### src/rtl/sac_pkg.sv
// Shared types for the sector command controller.
package sac_pkg;
    // Transaction phase of the bus front end.
    typedef enum logic [2:0] {
        PH_IDLE,
        PH_CMD,
        PH_PWD,
        PH_WDAT,
        PH_RDAT
    } phase_t;
endpackage

### src/rtl/sac_line_events.sv
// Registers SCL/SDA once more and decodes edges and bus conditions.
// Assumes both inputs are already synchronous to clk.
module sac_line_events (
    input  logic clk,
    input  logic rst_n,
    input  logic scl,
    input  logic sda,
    output logic scl_rise,
    output logic scl_fall,
    output logic start_ev,
    output logic stop_ev,
    output logic sda_now
);
    logic s_scl, s_sda, p_scl, p_sda;

    // Two-deep history of both lines; idle bus reads high.
    always_ff @(posedge clk) begin
        if (!rst_n) begin
            s_scl <= 1'b1; s_sda <= 1'b1; p_scl <= 1'b1; p_sda <= 1'b1;
        end else begin
            s_scl <= scl; s_sda <= sda; p_scl <= s_scl; p_sda <= s_sda;
        end
    end

    assign scl_rise = s_scl & ~p_scl;
    assign scl_fall = ~s_scl & p_scl;
    assign start_ev = s_scl & p_scl & p_sda & ~s_sda;
    assign stop_ev  = s_scl & p_scl & ~p_sda & s_sda;
    assign sda_now  = s_sda;
endmodule

### src/rtl/sac_sector_buf.sv
// Staging storage for one sector of write data, one register per slot.
// Assumes wr_idx and rd_idx stay below DEPTH.
module sac_sector_buf #(
    parameter int DEPTH = 8,
    localparam int IW = $clog2(DEPTH)
) (
    input  logic          clk,
    input  logic          rst_n,
    input  logic          wr_en,
    input  logic [IW-1:0] wr_idx,
    input  logic [7:0]    wr_data,
    input  logic [IW-1:0] rd_idx,
    output logic [7:0]    rd_data
);
    logic [7:0] rd_vec [DEPTH];

    for (genvar g = 0; g < DEPTH; g++) begin : g_slot
        logic [7:0] q;
        // Capture the byte addressed to this slot.
        always_ff @(posedge clk) begin
            if (!rst_n)
                q <= 8'h00;
            else if (wr_en && wr_idx == IW'(g))
                q <= wr_data;
        end
        assign rd_vec[g] = q;
    end

    assign rd_data = rd_vec[rd_idx];
endmodule

### src/rtl/sac_write_timer.sv
// Self-timed write window. A launch raises busy for WC_TICKS cycles,
// and the first NBYTES cycles of the window carry the array writes.
// Assumes WC_TICKS >= NBYTES and that no launch arrives while busy.
module sac_write_timer #(
    parameter int WC_TICKS = 64,
    parameter int NBYTES   = 8,
    localparam int CW = $clog2(WC_TICKS),
    localparam int IW = $clog2(NBYTES)
) (
    input  logic          clk,
    input  logic          rst_n,
    input  logic          launch,
    output logic          busy,
    output logic          commit_we,
    output logic [IW-1:0] commit_idx
);
    logic [CW-1:0] cnt;

    // Window counter: starts at launch and clears busy on the last tick.
    always_ff @(posedge clk) begin
        if (!rst_n) begin
            busy <= 1'b0;
            cnt  <= '0;
        end else if (!busy) begin
            if (launch) begin
                busy <= 1'b1;
                cnt  <= '0;
            end
        end else if (cnt == CW'(WC_TICKS - 1)) begin
            busy <= 1'b0;
            cnt  <= '0;
        end else begin
            cnt <= cnt + 1'b1;
        end
    end

    assign commit_we  = busy && (cnt < CW'(NBYTES));
    assign commit_idx = cnt[IW-1:0];
endmodule

### src/rtl/sector_cmd_ctrl.sv
// Two-wire sector command front end. It decodes a command byte, forwards
// password bytes, and then streams sector data to or from the array port.
// Assumes synchronous bus inputs and a combinational read on arr_rdata.
module sector_cmd_ctrl #(
    parameter int NSECT      = 30,
    parameter int SECT_BYTES = 8,
    parameter int PW_BYTES   = 8,
    parameter int WC_TICKS   = 64,
    localparam int ARR_BYTES = NSECT * SECT_BYTES,
    localparam int AW        = $clog2(ARR_BYTES),
    localparam int BIW       = $clog2(SECT_BYTES),
    localparam int PIW       = $clog2(PW_BYTES)
) (
    input  logic           clk,
    input  logic           rst_n,
    input  logic           scl,
    input  logic           sda_in,
    output logic           sda_low,
    output logic           busy,
    output logic           pw_valid,
    output logic [PIW-1:0] pw_idx,
    output logic [7:0]     pw_byte,
    output logic           pw_kind,
    input  logic           pw_match,
    output logic [AW-1:0]  arr_addr,
    input  logic [7:0]     arr_rdata,
    output logic [7:0]     arr_wdata,
    output logic           arr_we
);
    import sac_pkg::*;

    localparam logic [BIW:0]  WFULL = (BIW + 1)'(SECT_BYTES);
    localparam logic [AW-1:0] LAST  = AW'(ARR_BYTES - 1);

    logic scl_rise, scl_fall, start_ev, stop_ev, sda_now;
    phase_t         phase;
    logic [3:0]     bcnt;
    logic [7:0]     shreg;
    logic [4:0]     sector;
    logic           kind;
    logic [PIW-1:0] pcnt;
    logic [BIW:0]   wcnt;
    logic [AW-1:0]  rptr;
    logic           sda_low_q, pw_valid_q;
    logic           cmd_ok, ack_now, tx_bit, launch, buf_we;
    logic           commit_we;
    logic [BIW-1:0] commit_idx;
    logic [AW-1:0]  base_addr;

    sac_line_events u_ev (
        .clk(clk), .rst_n(rst_n), .scl(scl), .sda(sda_in),
        .scl_rise(scl_rise), .scl_fall(scl_fall),
        .start_ev(start_ev), .stop_ev(stop_ev), .sda_now(sda_now)
    );

    // Decisions taken from the byte just shifted in.
    assign cmd_ok    = (shreg[7:6] == 2'b10) && (32'(shreg[5:1]) < NSECT) && !busy;
    assign base_addr = AW'(sector) * AW'(SECT_BYTES);
    assign tx_bit    = arr_rdata[3'd7 - bcnt[2:0]];
    assign launch    = stop_ev && (phase == PH_WDAT) && (bcnt <= 4'd1) && (wcnt == WFULL);
    assign buf_we    = scl_rise && (phase == PH_WDAT) && (bcnt == 4'd8)
                       && sda_low_q && (wcnt < WFULL);

    // Acknowledge policy for each receiving phase.
    always_comb begin
        case (phase)
            PH_CMD:  ack_now = cmd_ok;
            PH_PWD:  ack_now = (pcnt == PIW'(PW_BYTES - 1)) ? pw_match : 1'b1;
            PH_WDAT: ack_now = 1'b1;
            default: ack_now = 1'b0;
        endcase
    end

    // Transaction sequencer: bus conditions, bit counting, phase moves.
    always_ff @(posedge clk) begin
        if (!rst_n) begin
            phase      <= PH_IDLE;
            bcnt       <= '0;
            shreg      <= '0;
            sector     <= '0;
            kind       <= 1'b0;
            pcnt       <= '0;
            wcnt       <= '0;
            rptr       <= '0;
            sda_low_q  <= 1'b0;
            pw_valid_q <= 1'b0;
        end else begin
            pw_valid_q <= 1'b0;
            if (start_ev && phase != PH_RDAT) begin
                phase <= PH_CMD;
                bcnt  <= '0;
            end else if (stop_ev && phase != PH_RDAT) begin
                phase <= PH_IDLE;
                bcnt  <= '0;
            end else if (scl_rise && phase != PH_IDLE) begin
                if (bcnt != 4'd8) begin
                    bcnt <= bcnt + 1'b1;
                    if (phase != PH_RDAT)
                        shreg <= {shreg[6:0], sda_now};
                    if (phase == PH_PWD && bcnt == 4'd7)
                        pw_valid_q <= 1'b1;
                end else begin
                    bcnt <= '0;
                    case (phase)
                        PH_CMD: begin
                            if (sda_low_q) begin
                                sector <= shreg[5:1];
                                kind   <= shreg[0];
                                pcnt   <= '0;
                                phase  <= PH_PWD;
                            end else begin
                                phase <= PH_IDLE;
                            end
                        end
                        PH_PWD: begin
                            if (!sda_low_q)
                                phase <= PH_IDLE;
                            else if (pcnt == PIW'(PW_BYTES - 1)) begin
                                phase <= kind ? PH_RDAT : PH_WDAT;
                                wcnt  <= '0;
                                rptr  <= base_addr;
                            end else
                                pcnt <= pcnt + 1'b1;
                        end
                        PH_WDAT: begin
                            if (wcnt <= WFULL)
                                wcnt <= wcnt + 1'b1;
                        end
                        PH_RDAT: begin
                            if (!sda_now)
                                rptr <= (rptr == LAST) ? '0 : rptr + 1'b1;
                            else
                                phase <= PH_IDLE;
                        end
                        default: phase <= PH_IDLE;
                    endcase
                end
            end
            if (scl_fall) begin
                if (phase == PH_RDAT && bcnt < 4'd8)
                    sda_low_q <= !tx_bit;
                else if ((phase == PH_CMD || phase == PH_PWD || phase == PH_WDAT)
                         && bcnt == 4'd8)
                    sda_low_q <= ack_now;
                else
                    sda_low_q <= 1'b0;
            end
        end
    end

    sac_sector_buf #(.DEPTH(SECT_BYTES)) u_buf (
        .clk(clk), .rst_n(rst_n), .wr_en(buf_we), .wr_idx(wcnt[BIW-1:0]),
        .wr_data(shreg), .rd_idx(commit_idx), .rd_data(arr_wdata)
    );

    sac_write_timer #(.WC_TICKS(WC_TICKS), .NBYTES(SECT_BYTES)) u_tmr (
        .clk(clk), .rst_n(rst_n), .launch(launch), .busy(busy),
        .commit_we(commit_we), .commit_idx(commit_idx)
    );

    assign arr_addr = busy ? base_addr + AW'(commit_idx) : rptr;
    assign arr_we   = commit_we;
    assign sda_low  = sda_low_q;
    assign pw_valid = pw_valid_q;
    assign pw_idx   = pcnt;
    assign pw_byte  = shreg;
    assign pw_kind  = kind;
endmodule

### config.mk
export PLATFORM = sky130hd
export DESIGN_NAME = sector_cmd_ctrl
export DESIGN_NICKNAME = d
export VERILOG_FILES = /design/src/rtl/sac_pkg.sv /design/src/rtl/sac_line_events.sv /design/src/rtl/sac_sector_buf.sv /design/src/rtl/sac_write_timer.sv /design/src/rtl/sector_cmd_ctrl.sv
export SDC_FILE = /design/constraint.sdc
export NUM_CORES = 1
export LEC_CHECK = 0
export BUFFER_PORTS_ARGS = -buffer_cell sky130_fd_sc_hd__buf_2
export CORE_MARGIN = 5
export CORE_UTILIZATION = 50
export CTS_CLUSTER_DIAMETER = 150
export DETAILED_ROUTE_END_ITERATION = 8
export PLACE_DENSITY = 0.64
export SYNTH_ARGS = -nofsm -noshare
export SYNTH_HDL_FRONTEND = slang
export SYNTH_SLANG_ARGS = --single-unit
### constraint.sdc
create_clock -name clk -period 2.8 [get_ports clk]
set_input_delay 0.14 -clock clk [delete_from_list [all_inputs] [get_ports clk]]
set_output_delay 0.14 -clock clk [all_outputs]
set_load 0.01 [all_outputs]
# Word-level counts from Yosys, hierarchy flattened
# Cells that the tools add are included.
totals:
  reg_bits: 113
op_classes:
  n_addsub: 7
  eq_ne: 32
  n_mux: 41
  magnitude_cmp: 8
  bitwise_logic: 18
  reduce_logical: 44
ops:
  columns: ["operator", "count"]
  rows:
  - ["8-bit 2-to-1 mux", 7]
  - ["8-bit binary-select mux with 3-bit select", 1]
  - ["1-bit logical AND", 24]
  - ["8-bit AND reduction", 3]
  - ["3-bit 2-to-1 mux", 7]
  - ["3-bit == test, second input constant", 6]
  - ["6-bit 2-to-1 mux", 3]
  - ["4-bit 2-to-1 mux", 4]
  - ["8-bit one-hot mux with 2 select lines", 1]
  - ["5-bit AND reduction", 3]
  - ["3-bit by 2-bit == test with 1-bit output, second input constant", 4]
  - ["1-bit 2-to-1 mux", 12]
  - ["3-bit one-hot mux with 4 select lines", 1]
  - ["2-bit inequality test, second input constant", 5]
  - ["1-bit NOT", 10]
  - ["3-bit inequality test, second input constant", 3]
  - ["4-bit by 1-bit adder with 4-bit output, second input constant", 2]
  - ["8-bit by 1-bit adder with 8-bit output, second input constant", 1]
  - ["8-bit by 3-bit adder with 8-bit output", 1]
  - ["4-bit == test, second input constant", 2]
  - ["8-bit == test, second input constant", 1]
  - ["4-bit < comparator, second input constant", 2]
  - ["4-bit one-hot mux with 2 select lines", 1]
  - ["2-bit nonzero test", 4]
  - ["31 further kinds", 42]

# Longest topological paths before layout
logic_depth:
  ltp_word: 8
  mapped_depth: 9

# Modules after synthesis
# A second synthesis with hierarchy kept.
hier_totals:
  hier_cells: 647
  area_unflattened_um2: 6075.8
modules_own_cells:
  columns: ["module", "cells_per_inst", "area_per_inst_um2", "instances"]
  rows:
  - ["sac_sector_buf", 301, 3065.4, 1]
  - ["sector_cmd_ctrl", 289, 2488.6, 1]
  - ["sac_write_timer", 45, 384.1, 1]
  - ["sac_line_events", 12, 137.6, 1]

# Worst setup path after synthesis
# Ideal clock, no wire load.
synth_path:
  path_type: "register to output"
  start: "register u_tmr.cnt[1]"
  end: "output arr_wdata[4]"
  t_arrival_ns: 2.039
  stages_incl_launch_ff: 5
  setup_slack_ns: 0.621
  t_required_ns: 2.660
  cell_sequence: "dfxtp_1 > clkbuf_1 > clkbuf_1 > mux4_2 > mux2_2"
synth_between:
  elab_chain_len: 4
synth_rtl:
  columns: ["element", "line", "rtl"]
  rows:
  - ["start: declaration", "sac_write_timer.sv:17", "logic [CW-1:0] cnt;"]
  - ["start signal: assignment", "sac_write_timer.sv:33", "cnt <= cnt + 1'b1;"]
  - ["3-bit NOT with 4-bit output (not written as such)", "sac_sector_buf.sv:29", "assign rd_data = rd_vec[rd_idx];"]
  - ["8-bit binary-select mux with 3-bit select", "sac_sector_buf.sv:29", null]
  - ["8-bit 2-to-1 mux (not written as such) (2 in a row)", "sac_sector_buf.sv:29", null]
  - ["end: declaration", "sector_cmd_ctrl.sv:27", "output logic [7:0] arr_wdata,"]
# No other way between the ends. The select of a mux whose other input is x is not followed.

# Worst setup path after layout
layout_path:
  start: "register bcnt[0]"
  end: "register u_buf.g_slot[6].q[7]"
layout_between:
  elab_chain_len: 5
layout_rtl:
  columns: ["element", "line", "rtl"]
  rows:
  - ["start: declaration", "sector_cmd_ctrl.sv:37", "logic [3:0] bcnt;"]
  - ["start signal: assignment", "sector_cmd_ctrl.sv:97", "bcnt <= bcnt + 1'b1;"]
  - ["4-bit == test", "sector_cmd_ctrl.sv:61", "assign buf_we = scl_rise && (phase == PH_WDAT) && (bcnt == 4'd8)"]
  - ["1-bit logical AND", "sector_cmd_ctrl.sv:61", null]
  - ["1-bit logical AND (2 in a row)", "sector_cmd_ctrl.sv:62", "&& sda_low_q && (wcnt < WFULL);"]
  - ["1-bit logical AND", "sac_sector_buf.sv:23", "else if (wr_en && wr_idx == IW'(g))"]
  - ["end signal: assignment", "sac_sector_buf.sv:24", "q <= wr_data;"]
  - ["end: declaration", "sac_sector_buf.sv:18", "logic [7:0] q;"]
# No other way between the ends.
# A chain may end at the register's enable or synchronous reset.

==> summary.txt <==
Critical path
  – Slowest-stage cell, CP: or4b_4
  – Req. time, crit path: 3170 ps
  – Arrival @ worst endpoint: 2900 ps
  – Critical R2R Launch: bcnt[0]
  – Worst setup path class: register to register
  – Nature of the critical path endpoint: register
  – CP peak stage delay: 630 ps
  – Reg2Reg Depth: 5
  – R2R Path End: u_buf.g_slot[6].q[7]
  – R2r setup slk: 270 ps
  – Critical Path Fanout Max: 16
  – Most frequent cell on the critical path: nand3_1
  – CP cell instances: or4b_4 > nor4_4 > nand3_1 > nand3_1 > o21ai_0
  – Worst setup SP type: register

Clock tree
  – Post-CTS sizing: 0
  – Root Buffer: clkbuf_8
  – Clk_lat worst skew: 520 ps
  – CTS tree: yes
  – Cts bufs inserted: 17
  – Clock Sinks: 113
  – Worst-path clk slew: 60 ps
  – Longest Clk Path Bufs: 2
  – H-tree levels: 4

Final layout
  – ANT cells: 0
  – Seq. cell area: 2260 um^2
  – # fillers: 971
  – Most frequent cells in the layout: dfxtp_1 (113), nand2_1 (85), mux2i_1 (43), buf_2 (43), o21ai_0 (42)
  – Leading cell type in the layout, fill and taps excluded: dfxtp_1
  – Final nets: 658
  – Combined area of the multi-input logic cells: 3080 um^2
  – Area grow syn2layout: 16.5%
  – Layout cells sized above 1: 20.5%

Detailed routing
  – Detailed Routing Iterations Pass 1: 6
  – Mean number of vias per cell: 5.76
  – Average wire per standard cell: 16.9 um
  – Wirelength, routed: 13300 um
  – Antenna Violating Nets Remaining: 0
  – Detailed-route DRC error count: 0
  – DRT iter0 DRCs: 325
  – Via count: 4519

Synthesis
  – Synth top area cells: dfxtp_1 (41%), mux2i_1 (7.8%), mux4_2 (7.3%)
  – Fraction of synthesized area in multiplexers: 18.1%
  – Largest family of logic cells by synthesized area: simple AND/OR/NAND/NOR gates
  – Sequential area share after synthesis: 40.8%
  – Yosys reg bits: 113
  – Synth Area in XOR/XNOR: 0.158%
  – Fraction of the mapped netlist area in compound gates: 11.4%
  – Synth Instances: 598
  – Ys flop type: dfxtp_1
  – Post-Syn Area: 5550 um^2
  – Synth Area in Simple Gates: 22.7%
  – Syn Nets: 625
  – Leading area contributor after synthesis: dfxtp_1
  – Post-synth cell types: 50
  – Top cell type's share of synthesized area: 40.8%
  – Adder-Cell Fraction of Synth Area: 3.16%
  – Avg Inst Size Synth: 9.28 um^2
  – Ys Warns: 0
  – Async SR Flop Fraction: 0%
  – Post-synth EDFFs: 0

Min path
  – Hold Crit Class: input pin to register
  – Worst Hold Depth: 2
  – Hold path startpoint: rst_n
  – WHS Endpoint: u_ev.sda_now

GRT
  – Vias in the first global route: 4334
  – GRT overflow: 0
  – Initial antenna violation count: 0
  – First-pass GRT wire length: 22200 um
  – GR Util All Layers: 21.3%
  – Largest net degree at the start of global routing: 63

Pwr
  – Clk pwr share: 55.0%
  – Leak pwr: 2.50 nW
  – Overall power: 3.77 mW
  – Pwr dens: 583 nW/um^2
  – NetSw: 0.771 mW
  – Max VDD drop: 0.402 mV
  – Flop pwr share: 43.1%
  – Internal Pwr Total: 2.99 mW
  – Comb pwr share: 1.9%
  – Net Sw Frac: 20.5%

Run status
  – Status: completed

Place
  – Gpl congestion: 0.848
  – Buffers on Ports: 44
  – Detailed Place HPWL: 8880 um

Floorplan
  – Core Region: 10800 um^2
  – Starting Density: 51.2%
  – Rows: 38
  – Die Area: 13300 um^2
  – Die Ht: 115 um
  – Io pins: 45
  – Die X: 115 um

STA
  – Max-slew headroom: 48.1%
  – # setup viols final: 0
  – Tightest Pin Transition: 777 ps
  – Max-slew violation count: 0
  – Max Freq: 395 MHz
  – Worst Skew: 7.62 ps
  – Endpoints failing hold: 0
  – Crit share post-route: 90.4%
  – RSZ-0062 raised after global routing: false
  – Fin crit period: 2530 ps
  – Setup TNS: 0 ps

Run
  – Maxcap violations: 0
cells by family after synthesis:
logic type / after synthesis
xor gates and xnor gates: 1
buffers and inverters: 51
and+or+nand+nor: 239
adders and majority gates: 14
DFF: 113
AOI/OAI and AO/OA: 104
muxes: 76
Yosys cell counts (2+ instances only):
cell / instances
a21boi_0: 24
a21oi_1: 20
a31oi_1: 3
and2_0: 2
and2_1: 3
and3_1: 5
buf_1: 5
buf_2: 6
clkbuf_1: 30
dfxtp_1: 113
ha_1: 14
inv_1: 9
mux2_2: 15
mux2i_1: 43
mux4_2: 18
nand2_1: 85
nand2_2: 2
nand2b_1: 9
nand3_1: 40
nand3b_1: 5
nand4_1: 6
nand4b_1: 3
nor2_1: 18
nor2b_1: 28
nor3_1: 6
nor3_2: 2
nor3b_1: 4
nor4_1: 5
o2111ai_1: 2
o211ai_1: 5
o21ai_0: 42
o2bb2ai_1: 2
or2_2: 3
or3_1: 3
or3b_2: 3
sequential cells by signal, indices dropped and copies added, names as in the netlist, 3 cells and up:
name	flops
rptr	8
u_buf.g_slot.q	64
pw_byte	8
wcnt	4
u_tmr.cnt	6
bcnt	4
phase	3
pw_idx	3
sector	5
power groups by stage:
stage               logic (mW)  clock network, mW  registers, mW
finish                  0.0730               2.07           1.62
global route            0.0798               2.19           1.62
CTS                     0.0732               2.11           1.62
detailed placement      0.0709                  0           1.66
global placement        0.0700                  0           1.65
floorplan               0.0519                  0           1.65
through the flow:
| stage | std cells | setup WS [ps] | cell area [um^2] | utilization, % | hold WS (ps) |
|---|---|---|---|---|---|
| CTS | 784 | 267 | 6460 | 59.6 | 67.0 |
| finish | 784 | 270 | 6460 | 59.6 | 91.4 |
| global placement | 750 | 352 | 5860 | 54.1 | 320 |
| detailed placement | 750 | 273 | 5860 | 54.1 | 323 |
| floorplan | 598 | 621 | 5550 | - | 241 |
| global route | 784 | 52.9 | 6460 | 59.6 | 90.9 |
routing by layer:
| layer | vias to the layer above | wire length, um | global-route usage (%) |
|---|---|---|---|
| met4 | 0 | 130 | 7.51 |
| met3 | 12 | 808 | 5.74 |
| met1 | 2183 | 6030 | 29.0 |
| met2 | 126 | 6300 | 32.6 |
| li1 | 2198 | - | - |
| met5 | - | 0 | 0 |
cell type report:
| class | instances | share of cell area (%) |
|---|---|---|
| Clock buffer | 22 | 7.32 |
| Clock inverter | 10 | 1.67 |
| Inverter | 9 | 0.523 |
| Sequential cell | 113 | 35.0 |
| Timing Repair Buffer | 56 | 5.11 |
| Tap cell | 140 | 2.71 |
| Multi-Input combinational cell | 434 | 47.7 |
critical path: cells and delay by family, from the launching register on:
kind | cells | cell delay [ps]
and+or+nand+nor | 4 | 1860
DFF | 1 | 420
AOI/OAI and AO/OA | 1 | 110
worst max-delay path by stage:
| stage | cells past startpoint | startpoint | endpoint | slack (ps) |
|---|---|---|---|---|
| after detailed placement | 5 | bcnt[0] | u_buf.g_slot[6].q[7] | 270 |
| after floorplan | 4 | u_tmr.cnt[1] | arr_wdata[4] | 620 |
| after CTS | 5 | bcnt[0] | u_buf.g_slot[6].q[7] | 270 |
| final | 5 | bcnt[0] | u_buf.g_slot[6].q[7] | 270 |
| after global routing | 5 | bcnt[3] | u_buf.g_slot[5].q[0] | 50 |
| after global placement | 5 | bcnt[3] | u_buf.g_slot[6].q[4] | 350 |
repair_timing:
item / in CTS / in global routing
hold buffers: 2 / 0
setup endpoints to repair: 0 / 0
hold endpoints to repair: 2 / 0
buffers inserted: 0 / 0
Note: power is estimated with default switching activity, not from simulation.
